<file path="src/rtl/rxmux_pkg.sv">
package rxmux_pkg;
  localparam int DEF_NUM_SRC   = 6;
  localparam int DEF_WORD_W    = 24;
  localparam int DEF_REC_WORDS = 8;

  // next lane index in the rotating service order
  function automatic int rr_step(input int idx, input int n);
    return (idx + 1 >= n) ? 0 : idx + 1;
  endfunction
endpackage

</file>
<file path="src/rtl/rxmux_lane.sv">
module rxmux_lane #(
  parameter int WORD_W    = rxmux_pkg::DEF_WORD_W,
  parameter int REC_WORDS = rxmux_pkg::DEF_REC_WORDS,
  localparam int IDX_W    = $clog2(REC_WORDS),
  localparam int CNT_W    = $clog2(REC_WORDS + 1),
  localparam int BIT_W    = $clog2(WORD_W)
) (
  input  logic              clk,
  input  logic              rst_n,
  input  logic              bit_in,
  input  logic              bit_en,
  input  logic              take,
  output logic              pend_v,
  output logic [WORD_W-1:0] pend_data,
  output logic              pend_mark,
  output logic [IDX_W-1:0]  pend_idx
);
  logic [WORD_W-2:0] shreg;
  logic [BIT_W-1:0]  bit_cnt;
  logic [CNT_W-1:0]  word_idx;
  logic [WORD_W-1:0] lrc_acc;
  logic [WORD_W-1:0] hold_word;

  // named internal events
  logic [WORD_W-1:0] assembled;
  logic              word_done;
  logic              is_check;
  logic              is_last;
  logic              load_pend;

  function automatic logic lrc_fails(input logic [WORD_W-1:0] acc,
                                     input logic [WORD_W-1:0] chk);
    return |(acc ^ chk);
  endfunction

  assign assembled = {shreg, bit_in};
  assign word_done = bit_en && (bit_cnt == BIT_W'(WORD_W - 1));
  assign is_check  = (word_idx == CNT_W'(REC_WORDS));
  assign is_last   = (word_idx == CNT_W'(REC_WORDS - 1));
  assign load_pend = word_done && !is_last;

  always_ff @(posedge clk or negedge rst_n) begin
    if (!rst_n) begin
      shreg    <= '0;
      bit_cnt  <= '0;
    end else if (bit_en) begin
      shreg    <= assembled[WORD_W-2:0];
      bit_cnt  <= word_done ? '0 : bit_cnt + 1'b1;
    end
  end

  always_ff @(posedge clk or negedge rst_n) begin
    if (!rst_n) begin
      word_idx  <= '0;
      lrc_acc   <= '0;
      hold_word <= '0;
    end else if (word_done) begin
      if (is_check) begin
        word_idx <= '0;
        lrc_acc  <= '0;
      end else begin
        word_idx <= word_idx + 1'b1;
        lrc_acc  <= lrc_acc ^ assembled;
        if (is_last) hold_word <= assembled;
      end
    end
  end

  always_ff @(posedge clk or negedge rst_n) begin
    if (!rst_n) begin
      pend_v    <= 1'b0;
      pend_data <= '0;
      pend_mark <= 1'b0;
      pend_idx  <= '0;
    end else if (load_pend) begin
      pend_v    <= 1'b1;
      pend_data <= is_check ? hold_word : assembled;
      pend_mark <= is_check ? lrc_fails(lrc_acc, assembled) : 1'b0;
      pend_idx  <= is_check ? IDX_W'(REC_WORDS - 1) : word_idx[IDX_W-1:0];
    end else if (take) begin
      pend_v    <= 1'b0;
    end
  end

  assert_no_overflow_R3: assert property (@(posedge clk) disable iff (!rst_n)
    (pend_v && !take) |-> !load_pend)
    else $error("lane word completed while holding slot occupied");

  assert_take_pending_R8: assert property (@(posedge clk) disable iff (!rst_n)
    take |-> pend_v)
    else $error("lane drained while empty");

  assert_mark_last_R4: assert property (@(posedge clk) disable iff (!rst_n)
    (pend_v && pend_mark) |-> (pend_idx == IDX_W'(REC_WORDS - 1)))
    else $error("parity mark on a word other than the last");
endmodule

</file>
<file path="src/rtl/rxmux_rr.sv">
module rxmux_rr #(
  parameter int N     = rxmux_pkg::DEF_NUM_SRC,
  parameter int SRC_W = $clog2(N)
) (
  input  logic [N-1:0]     ready,
  input  logic [SRC_W-1:0] last,
  output logic             any,
  output logic [SRC_W-1:0] pick
);
  always_comb begin
    int c;
    any  = 1'b0;
    pick = '0;
    c    = int'(last);
    for (int k = 0; k < N; k++) begin
      c = rxmux_pkg::rr_step(c, N);
      if (!any && ready[c]) begin
        any  = 1'b1;
        pick = SRC_W'(c);
      end
    end
  end
endmodule

</file>
<file path="src/rtl/multisrc_rx_mux.sv">
module multisrc_rx_mux #(
  parameter int NUM_SRC   = rxmux_pkg::DEF_NUM_SRC,
  parameter int WORD_W    = rxmux_pkg::DEF_WORD_W,
  parameter int REC_WORDS = rxmux_pkg::DEF_REC_WORDS,
  localparam int SRC_W    = $clog2(NUM_SRC),
  localparam int IDX_W    = $clog2(REC_WORDS),
  localparam int ADDR_W   = SRC_W + IDX_W
) (
  input  logic               clk,
  input  logic               rst_n,
  input  logic [NUM_SRC-1:0] rx_bit,
  input  logic [NUM_SRC-1:0] rx_en,
  input  logic               mem_gnt,
  output logic               mem_req,
  output logic [ADDR_W-1:0]  mem_addr,
  output logic [WORD_W:0]    mem_wdata,
  output logic               mem_done
);
  logic [NUM_SRC-1:0] ln_v;
  logic [NUM_SRC-1:0] ln_mark;
  logic [NUM_SRC-1:0] take_vec;
  logic [WORD_W-1:0]  ln_data [NUM_SRC];
  logic [IDX_W-1:0]   ln_idx  [NUM_SRC];

  logic               any;
  logic [SRC_W-1:0]   pick;
  logic [SRC_W-1:0]   last_q;
  logic               req_q;
  logic               done_q;
  logic [ADDR_W-1:0]  addr_q;
  logic [WORD_W:0]    data_q;

  // named events
  logic               advance;
  logic               load;
  logic               accept;

  for (genvar i = 0; i < NUM_SRC; i++) begin : g_lane
    rxmux_lane #(.WORD_W(WORD_W), .REC_WORDS(REC_WORDS)) u_lane (
      .clk      (clk),
      .rst_n    (rst_n),
      .bit_in   (rx_bit[i]),
      .bit_en   (rx_en[i]),
      .take     (take_vec[i]),
      .pend_v   (ln_v[i]),
      .pend_data(ln_data[i]),
      .pend_mark(ln_mark[i]),
      .pend_idx (ln_idx[i])
    );
    assign take_vec[i] = load && (pick == SRC_W'(i));
  end

  rxmux_rr #(.N(NUM_SRC), .SRC_W(SRC_W)) u_rr (
    .ready(ln_v),
    .last (last_q),
    .any  (any),
    .pick (pick)
  );

  assign accept  = req_q && mem_gnt;
  assign advance = !req_q || mem_gnt;
  assign load    = advance && any;

  always_ff @(posedge clk or negedge rst_n) begin
    if (!rst_n) begin
      req_q  <= 1'b0;
      addr_q <= '0;
      data_q <= '0;
      last_q <= SRC_W'(NUM_SRC - 1);
      done_q <= 1'b0;
    end else begin
      done_q <= accept;
      if (load) begin
        req_q  <= 1'b1;
        addr_q <= {pick, ln_idx[pick]};
        data_q <= {ln_mark[pick], ln_data[pick]};
        last_q <= pick;
      end else if (mem_gnt) begin
        req_q  <= 1'b0;
      end
    end
  end

  assign mem_req   = req_q;
  assign mem_addr  = addr_q;
  assign mem_wdata = data_q;
  assign mem_done  = done_q;

  assert_hold_stable_R6: assert property (@(posedge clk) disable iff (!rst_n)
    (mem_req && !mem_gnt) |=> (mem_req && $stable(mem_addr) && $stable(mem_wdata)))
    else $error("write request changed while stalled");

  assert_one_drain_R8: assert property (@(posedge clk) disable iff (!rst_n)
    $onehot0(take_vec))
    else $error("more than one lane drained in a cycle");

  assert_load_waits_R6: assert property (@(posedge clk) disable iff (!rst_n)
    (|take_vec) |-> advance)
    else $error("lane drained while output stage blocked");
endmodule

</file>
<file path="config.mk">
export PLATFORM = sky130hd
export DESIGN_NAME = multisrc_rx_mux
export DESIGN_NICKNAME = d
export VERILOG_FILES = /design/src/rtl/rxmux_pkg.sv /design/src/rtl/rxmux_lane.sv /design/src/rtl/rxmux_rr.sv /design/src/rtl/multisrc_rx_mux.sv
export SDC_FILE = /design/constraint.sdc
export NUM_CORES = 1
export LEC_CHECK = 0
export ABC_CLOCK_PERIOD_IN_PS = 20300
export BUFFER_PORTS_ARGS = -buffer_cell sky130_fd_sc_hd__buf_2
export CORE_MARGIN = 1.5
export CORE_UTILIZATION = 55
export DETAILED_ROUTE_END_ITERATION = 7
export PLACE_DENSITY = 0.83
export SLEW_MARGIN = 20
export SYNTH_ARGS = -nofsm -noshare
export SYNTH_HDL_FRONTEND = slang
export SYNTH_SLANG_ARGS = --single-unit
</file>
<file path="constraint.sdc">
create_clock -name clk -period 20.3 [get_ports clk]
set_clock_uncertainty 0.2 [all_clocks]
set_input_delay 2.03 -clock clk [delete_from_list [all_inputs] [get_ports clk]]
set_output_delay 2.03 -clock clk [all_outputs]
set_load 0.02 [all_outputs]
</file>
==> results of run 1 <==
cell usage in the layout (no fill, tap or decap), types with 17 or more instances in the layout:
master     synthesis  layout
nand3_1           19      19
ha_1              30      30
inv_1            125     125
mux2i_1          194     194
nor2_1           143     136
o2bb2ai_1         18      18
buf_4              2      35
xor2_1            40      40
a211o_1           17      17
nor4_1            34      33
a21oi_1           32      32
nand4_1           30      30
buf_2             20      46
nand2_1          374     373
dfrtp_1          687     687
a221oi_1          20      20
o22ai_1           36      36
clkbuf_16          0      76
a22o_1           108     108
nor2b_1           71      71
o21ai_0          444     442
xnor2_1           24      24
mux2_2           262     262
logic make-up after synthesis:
| family | Yosys count | synth area share, % |
|---|---|---|
| AOI/OAI and AO/OA | 744 | 14.4 |
| buffers and inverters | 301 | 3.66 |
| adders and majority gates | 30 | 1.16 |
| muxes | 456 | 15.1 |
| and+or+nand+nor | 748 | 10.6 |
| xor gates and xnor gates | 65 | 1.82 |
| DFF | 689 | 53.3 |
area by class of cell:
cell class / instances / area [um^2]
clock buffers: 104 / 2150
clock inverters: 21 / 196
fillers: 4408 / 22300
inverters: 128 / 480
multi-input cells: 2043 / 14000
flip-flops and latches: 689 / 17200
well taps: 765 / 957
repair buffers: 86 / 578
power by group:
group          switching [mW]  total [mW]  internal, mW
logic                    1.77        2.91          1.14
clock network           0.554        1.31         0.752
registers               0.429        2.15          1.72
total                    2.75        6.36          3.61
final timing paths:
check,start,end,slack [ns],cells after the start
worst max-delay path,last_q[1]$_DFFE_PN0P_,mem_addr[2]$_DFFE_PN0P_,9.96,34
max in group asynchronous,rst_n,g_lane[3].u_lane.lrc_acc[18]$_DFFE_PN0P_,15.58,4
min in group asynchronous,rst_n,g_lane[4].u_lane.bit_cnt[2]$_DFFE_PN0P_,1.26,1
worst min-delay path,g_lane[2].u_lane.pend_data[3]$_DFFE_PN0P_,g_lane[2].u_lane.pend_data[3]$_DFFE_PN0P_,0.28,2
worst min register to register,g_lane[2].u_lane.pend_data[3]$_DFFE_PN0P_,g_lane[2].u_lane.pend_data[3]$_DFFE_PN0P_,0.28,2
worst max register to register,last_q[1]$_DFFE_PN0P_,mem_addr[2]$_DFFE_PN0P_,9.96,34
Yosys cell counts (4+ instances only):
cell type  number
nor3_1         13
nor2_1        143
nand4_1        30
dfrtp_1       687
a211o_1        17
mux2_2        262
and3_1          4
xnor2_1        24
buf_2          20
nor3b_1         8
nor4_1         34
buf_1          15
nand2_1       374
inv_1         125
o21ai_0       444
a31oi_1        10
nand3_1        19
a22o_1        108
clkbuf_1      133
a2111oi_0       5
or3b_2          4
a21oi_1        32
or2_2           5
o21ai_1         4
or3_1          14
nor2b_1        71
ha_1           30
mux2i_1       194
a32oi_1         6
o2bb2ai_1      18
xor2_1         40
and2_1          4
nand3b_1        6
a221oi_1       20
nand2b_1        7
o31ai_1         7
o22ai_1        36
per-stage QoR:
step,setup slack (ns),hold WS (ns)
after floorplan,12.11,0.247
after global placement,10.48,0.262
after detailed placement,10.23,0.270
after CTS,10.18,0.283
after global routing,9.28,0.298
final,9.96,0.281
per-layer routing:
metal	vias to the layer above	share of wire, %	global-route usage, %
met4	4	3.5	9.56
met3	172	7.7	5.58
met5	-	0.032	0
li1	10700	-	-
met2	818	46	41.4
met1	11800	43	37.7
tightest hold or removal path, stage by stage (launching register included):
cell and delay, ns:
dfrtp_1 0.34, nand2_1 0.04, o21ai_0 0.06
sequential cells by signal, summed over array words and instances, names as in the netlist:
name and flops:
g_lane.u_lane.hold_word 144, mem_wdata 25, g_lane.u_lane.bit_cnt 30, g_lane.u_lane.shreg 138, g_lane.u_lane.lrc_acc 144, last_q 3, g_lane.u_lane.word_idx 24, g_lane.u_lane.pend_idx 18
mem_addr 5, mem_req 1, g_lane.u_lane.pend_v 6, mem_done 1, g_lane.u_lane.pend_data 144, g_lane.u_lane.pend_mark 6
==> impl_metrics.env, run 1 <==
export IMPL_outcome="finished clean"
export IMPL_p_total_mw=6.36
export IMPL_ctsHoldBuffers=0
export IMPL_wl_um=80200
export IMPL_finalHoldViolations=0
export IMPL_ys_types=75
export IMPL_fin_crit_ns=10.34
export IMPL_path_max_fanout=24
export IMPL_worstPathRequired_ns=20.60
export IMPL_utilization_pct=61.5
export IMPL_final_cell_area_mm2=0.0356
export IMPL_grt_start_max_net_pins=171
export IMPL_yosys_area_top_type="dfrtp_1"
export IMPL_crit_buf_inv=5
export IMPL_coreArea_mm2=0.0579
export IMPL_synth_flop_cell="dfrtp_1"
export IMPL_first_pass_iters=7
export IMPL_ir_drop_mv=0.349
export IMPL_dp_hpwl_um=52900
export IMPL_portBuffers=47
export IMPL_fin_crit_sh_pct=50.9
export IMPL_tns_ns=0
export IMPL_grt_pass1_vias=22900
export IMPL_synth_top_cells_by_area="dfrtp_1 (53%), mux2_2 (9.1%), o21ai_0 (6.9%)"
export IMPL_setup_viol=0
export IMPL_rsz0062_at_grt="false"
export IMPL_first_iter_violations=2400
export IMPL_avgSynthCellArea_um2=10.7
export IMPL_max_stage_delay_ns=0.77
export IMPL_drc=0
export IMPL_worstSetupStartpointType="flop"
export IMPL_cts_root_buf="clkbuf_16"
export IMPL_placed_cell_area_mm2=0.0333
export IMPL_crit_type="reg -> reg"
export IMPL_grt_usage_pct=26.9
export IMPL_nNetsFinal=3066
export IMPL_clockBufferDepth=3
export IMPL_seq_area_frac_synth_pct=53.3
export IMPL_yosysTopAreaCellShare_pct=53.1
export IMPL_tightest_slew_ns=1.03
export IMPL_drive_above_1_share_pct=16.7
export IMPL_path_delay_family="simple AND/OR/NAND/NOR gates"
export IMPL_rows=88
export IMPL_max_slew_margin_pct=31.4
export IMPL_start_util_pct=55.9
export IMPL_cts_buffers=73
export IMPL_hp_class="reg -> reg"
export IMPL_antenna_cells=0
export IMPL_grt_overflow=0
export IMPL_cts_resized=0
export IMPL_cts_setup_buffers=0
export IMPL_synth_cells=3033
export IMPL_power_density_mw_per_mm2=179
export IMPL_final_cells=3836
export IMPL_wl_per_cell_um=20.9
export IMPL_yosysWarnings=0
export IMPL_drv_cap=0
export IMPL_area_growth_pct=10.2
export IMPL_cts_tree="built"
export IMPL_synth_seq_cells=689
export IMPL_synth_edf_count=0
export IMPL_finalMaxSlewViolations=0
export IMPL_place_gp_congestion=0.929
export IMPL_fp_dieH_um=246
export IMPL_clkLatencyLatePin_ns=0.63
export IMPL_die_x_um=246
export IMPL_max_freq_ghz=0.0967
export IMPL_crit_top_cell="ha_1"
export IMPL_die_area_mm2=0.0603
export IMPL_antenna_found_initial=3
export IMPL_grt_first_pass_wirelength_um=128000
export IMPL_htreeDepth=3
export IMPL_dp_cells=3710
export IMPL_synth_async_sr_flop_share_pct=100
export IMPL_cp_end_kind="flop"
export IMPL_vias=23500
export IMPL_clk_pin_slew_ns=0.06
export IMPL_p_leak_nw=16.2
export IMPL_cp_slowest_cell="or3b_1"
export IMPL_cts_sinks=689
export IMPL_via_per_inst=6.12
export IMPL_cp_data_arrival_time_ns=10.65
export IMPL_synth_fp_nets=3078
export IMPL_netlist_area_mm2=0.0323
export IMPL_io_pins=48
export IMPL_ant_nets=0
Note: power is estimated with default switching activity, not from simulation.
==> inputs of run 2 (changes only) <==
--- a/config.mk
+++ b/config.mk
@@ -5,12 +5,12 @@
 export SDC_FILE = /design/constraint.sdc
 export NUM_CORES = 1
 export LEC_CHECK = 0
-export ABC_CLOCK_PERIOD_IN_PS = 20300
+export ABC_CLOCK_PERIOD_IN_PS = 8620
 export BUFFER_PORTS_ARGS = -buffer_cell sky130_fd_sc_hd__buf_2
 export CORE_MARGIN = 1.5
 export CORE_UTILIZATION = 55
 export DETAILED_ROUTE_END_ITERATION = 7
-export PLACE_DENSITY = 0.83
+export PLACE_DENSITY = 0.86
 export SLEW_MARGIN = 20
 export SYNTH_ARGS = -nofsm -noshare
 export SYNTH_HDL_FRONTEND = slang
==> constraint.sdc (replaced) <==
create_clock -name clk -period 8.62 [get_ports clk]
set_clock_uncertainty 0.2 [all_clocks]
set_input_delay 0.862 -clock clk [delete_from_list [all_inputs] [get_ports clk]]
set_output_delay 0.862 -clock clk [all_outputs]
set_load 0.02 [all_outputs]
==> impl_metrics.env, run 2 (same netlist as run 1, synthesis figures left out) <==
export IMPL_antenna_found_initial=1
export IMPL_clk_pin_slew_ns=0.07
export IMPL_rows=88
export IMPL_violations="negative hold slack"
export IMPL_drive_above_1_share_pct=17.5
export IMPL_cp_data_arrival_time_ns=8.50
export IMPL_finalHoldViolations=1
export IMPL_p_total_mw=15.7
export IMPL_grt_overflow=0
export IMPL_fillCellCount=4343
export IMPL_fin_crit_ns=8.21
export IMPL_placed_cell_area_mm2=0.0334
export IMPL_finalMaxSlewViolations=0
export IMPL_final_cell_area_mm2=0.0359
export IMPL_crit_type="reg -> reg"
export IMPL_first_iter_violations=2420
export IMPL_start_util_pct=55.9
export IMPL_final_common_cell="dfrtp_1"
export IMPL_path_max_fanout=24
export IMPL_place_gp_congestion=0.942
export IMPL_htreeDepth=3
export IMPL_dp_hpwl_um=53700
export IMPL_fin_crit_sh_pct=95.2
export IMPL_ant_nets=0
export IMPL_grt_usage_pct=27.5
export IMPL_wl_per_cell_um=21.1
export IMPL_p_leak_nw=16.3
export IMPL_drv_cap=0
export IMPL_area_growth_pct=11.1
export IMPL_drc=0
export IMPL_grt_pass1_vias=23500
export IMPL_wl_um=81400
export IMPL_vias=23800
export IMPL_grt_first_pass_wirelength_um=131000
export IMPL_rsz0062_at_grt="true"
export IMPL_tightest_slew_ns=1.09
export IMPL_grt_start_max_net_pins=189
export IMPL_max_freq_ghz=0.122
export IMPL_die_x_um=246
export IMPL_coreArea_mm2=0.0579
export IMPL_utilization_pct=62.1
export IMPL_largestRegisters="g_lane.u_lane.hold_word: 144 flops, g_lane.u_lane.lrc_acc: 144 flops, g_lane.u_lane.pend_data: 144 flops"
export IMPL_clkLatencyLatePin_ns=0.63
export IMPL_tns_ns=0
export IMPL_setup_viol=0
export IMPL_hold_slack_ns=-0.00704
export IMPL_cts_buffers=73
export IMPL_worstPathRequired_ns=8.92
export IMPL_cts_sinks=689
export IMPL_max_slew_margin_pct=27.3
export IMPL_io_pins=48
export IMPL_final_cell_mix="dfrtp_1 (687), o21ai_0 (442), nand2_1 (374)"
export IMPL_cp_slowest_cell="dfstp_2"
export IMPL_max_stage_delay_ns=0.57
export IMPL_via_per_inst=6.17
export IMPL_portBuffers=47
export IMPL_cp_end_kind="flop"
export IMPL_first_pass_iters=6
export IMPL_die_area_mm2=0.0603
export IMPL_cts_tree="built"
export IMPL_nNetsFinal=3079
export IMPL_fp_dieH_um=246
export IMPL_power_density_mw_per_mm2=436
export IMPL_worstSetupStartpointType="flop"
export IMPL_outcome="finished, violations left"
export IMPL_ir_drop_mv=0.606
export IMPL_clockBufferDepth=3
export IMPL_cts_root_buf="clkbuf_16"
export IMPL_hp_class="in -> async"
[run 2: metal layers]
layer / vias to the layer above / wire length, um / GRT usage (%)
li1: 10800 / - / -
met1: 11900 / 33600 / 38.1
met2: 921 / 37800 / 42.1
met3: 201 / 6190 / 4.93
met4: 0 / 3890 / 13.0
met5: - / 0 / 0
[run 2: worst paths after layout]
check / from / endpoint / slack [ns] / depth (start not counted)
max in group asynchronous: rst_n / g_lane[3].u_lane.shreg[7]$_DFFE_PN0P_ / 6.71 / 2
min in group clk: mem_gnt / mem_done$_DFF_PN0_ / 0.28 / 2
worst max register to register: last_q[0]$_DFFE_PN1P_ / mem_wdata[8]$_DFFE_PN0P_ / 0.41 / 34
worst min-delay path: rst_n / g_lane[4].u_lane.lrc_acc[7]$_DFFE_PN0P_ / -0.007 / 1
worst max-delay path: last_q[0]$_DFFE_PN1P_ / mem_wdata[8]$_DFFE_PN0P_ / 0.41 / 34
worst min register to register: g_lane[3].u_lane.pend_data[23]$_DFFE_PN0P_ / g_lane[3].u_lane.pend_data[23]$_DFFE_PN0P_ / 0.29 / 2
[run 2: stage by stage]
step,setup WS (ns),cells
after global placement,0.0709,3719
after detailed placement,-0.101,3719
after floorplan,0.428,3033
after CTS,0.0330,3847
final,0.415,3854
after global routing,-0.0869,3852
[run 2: layout make-up]
type | instances | area [um^2] | share of cell area (%)
repair buffers | 99 | 722 | 2.01
diodes | 2 | 5.00 | 0.0139
well taps | 765 | 957 | 2.66
inverters | 128 | 480 | 1.34
multi-input cells | 2043 | 14100 | 39.2
clock inverters | 27 | 333 | 0.926
flip-flops and latches | 689 | 17200 | 48.0
clock buffers | 101 | 2110 | 5.88
[run 2: what timing repair did]
action                     CTS  global route
setup buffers                0             5
resized for setup            3            19
setup endpoints to repair   18            34
pin swaps                    0             6
hold buffers                 0             0
[run 2: report_power, final]
group          leakage [nW]  switching [mW]  internal (mW)
logic                  5.87            4.34           3.04
registers              9.23            1.04           4.04
clock network          1.20            1.32           1.88
total                  16.3            6.71           8.96
[run 2: worst max-delay path: cells and delay by family, from the launching register on]
family	cells	cell delay, ns
buffers and inverters	6	0.81
XOR/XNOR	1	0.16
AND/OR/NAND/NOR	12	2.74
AO/OA/AOI/OAI	9	1.95
adder cells (fa/ha/maj)	6	1.64
flip-flops	1	0.57
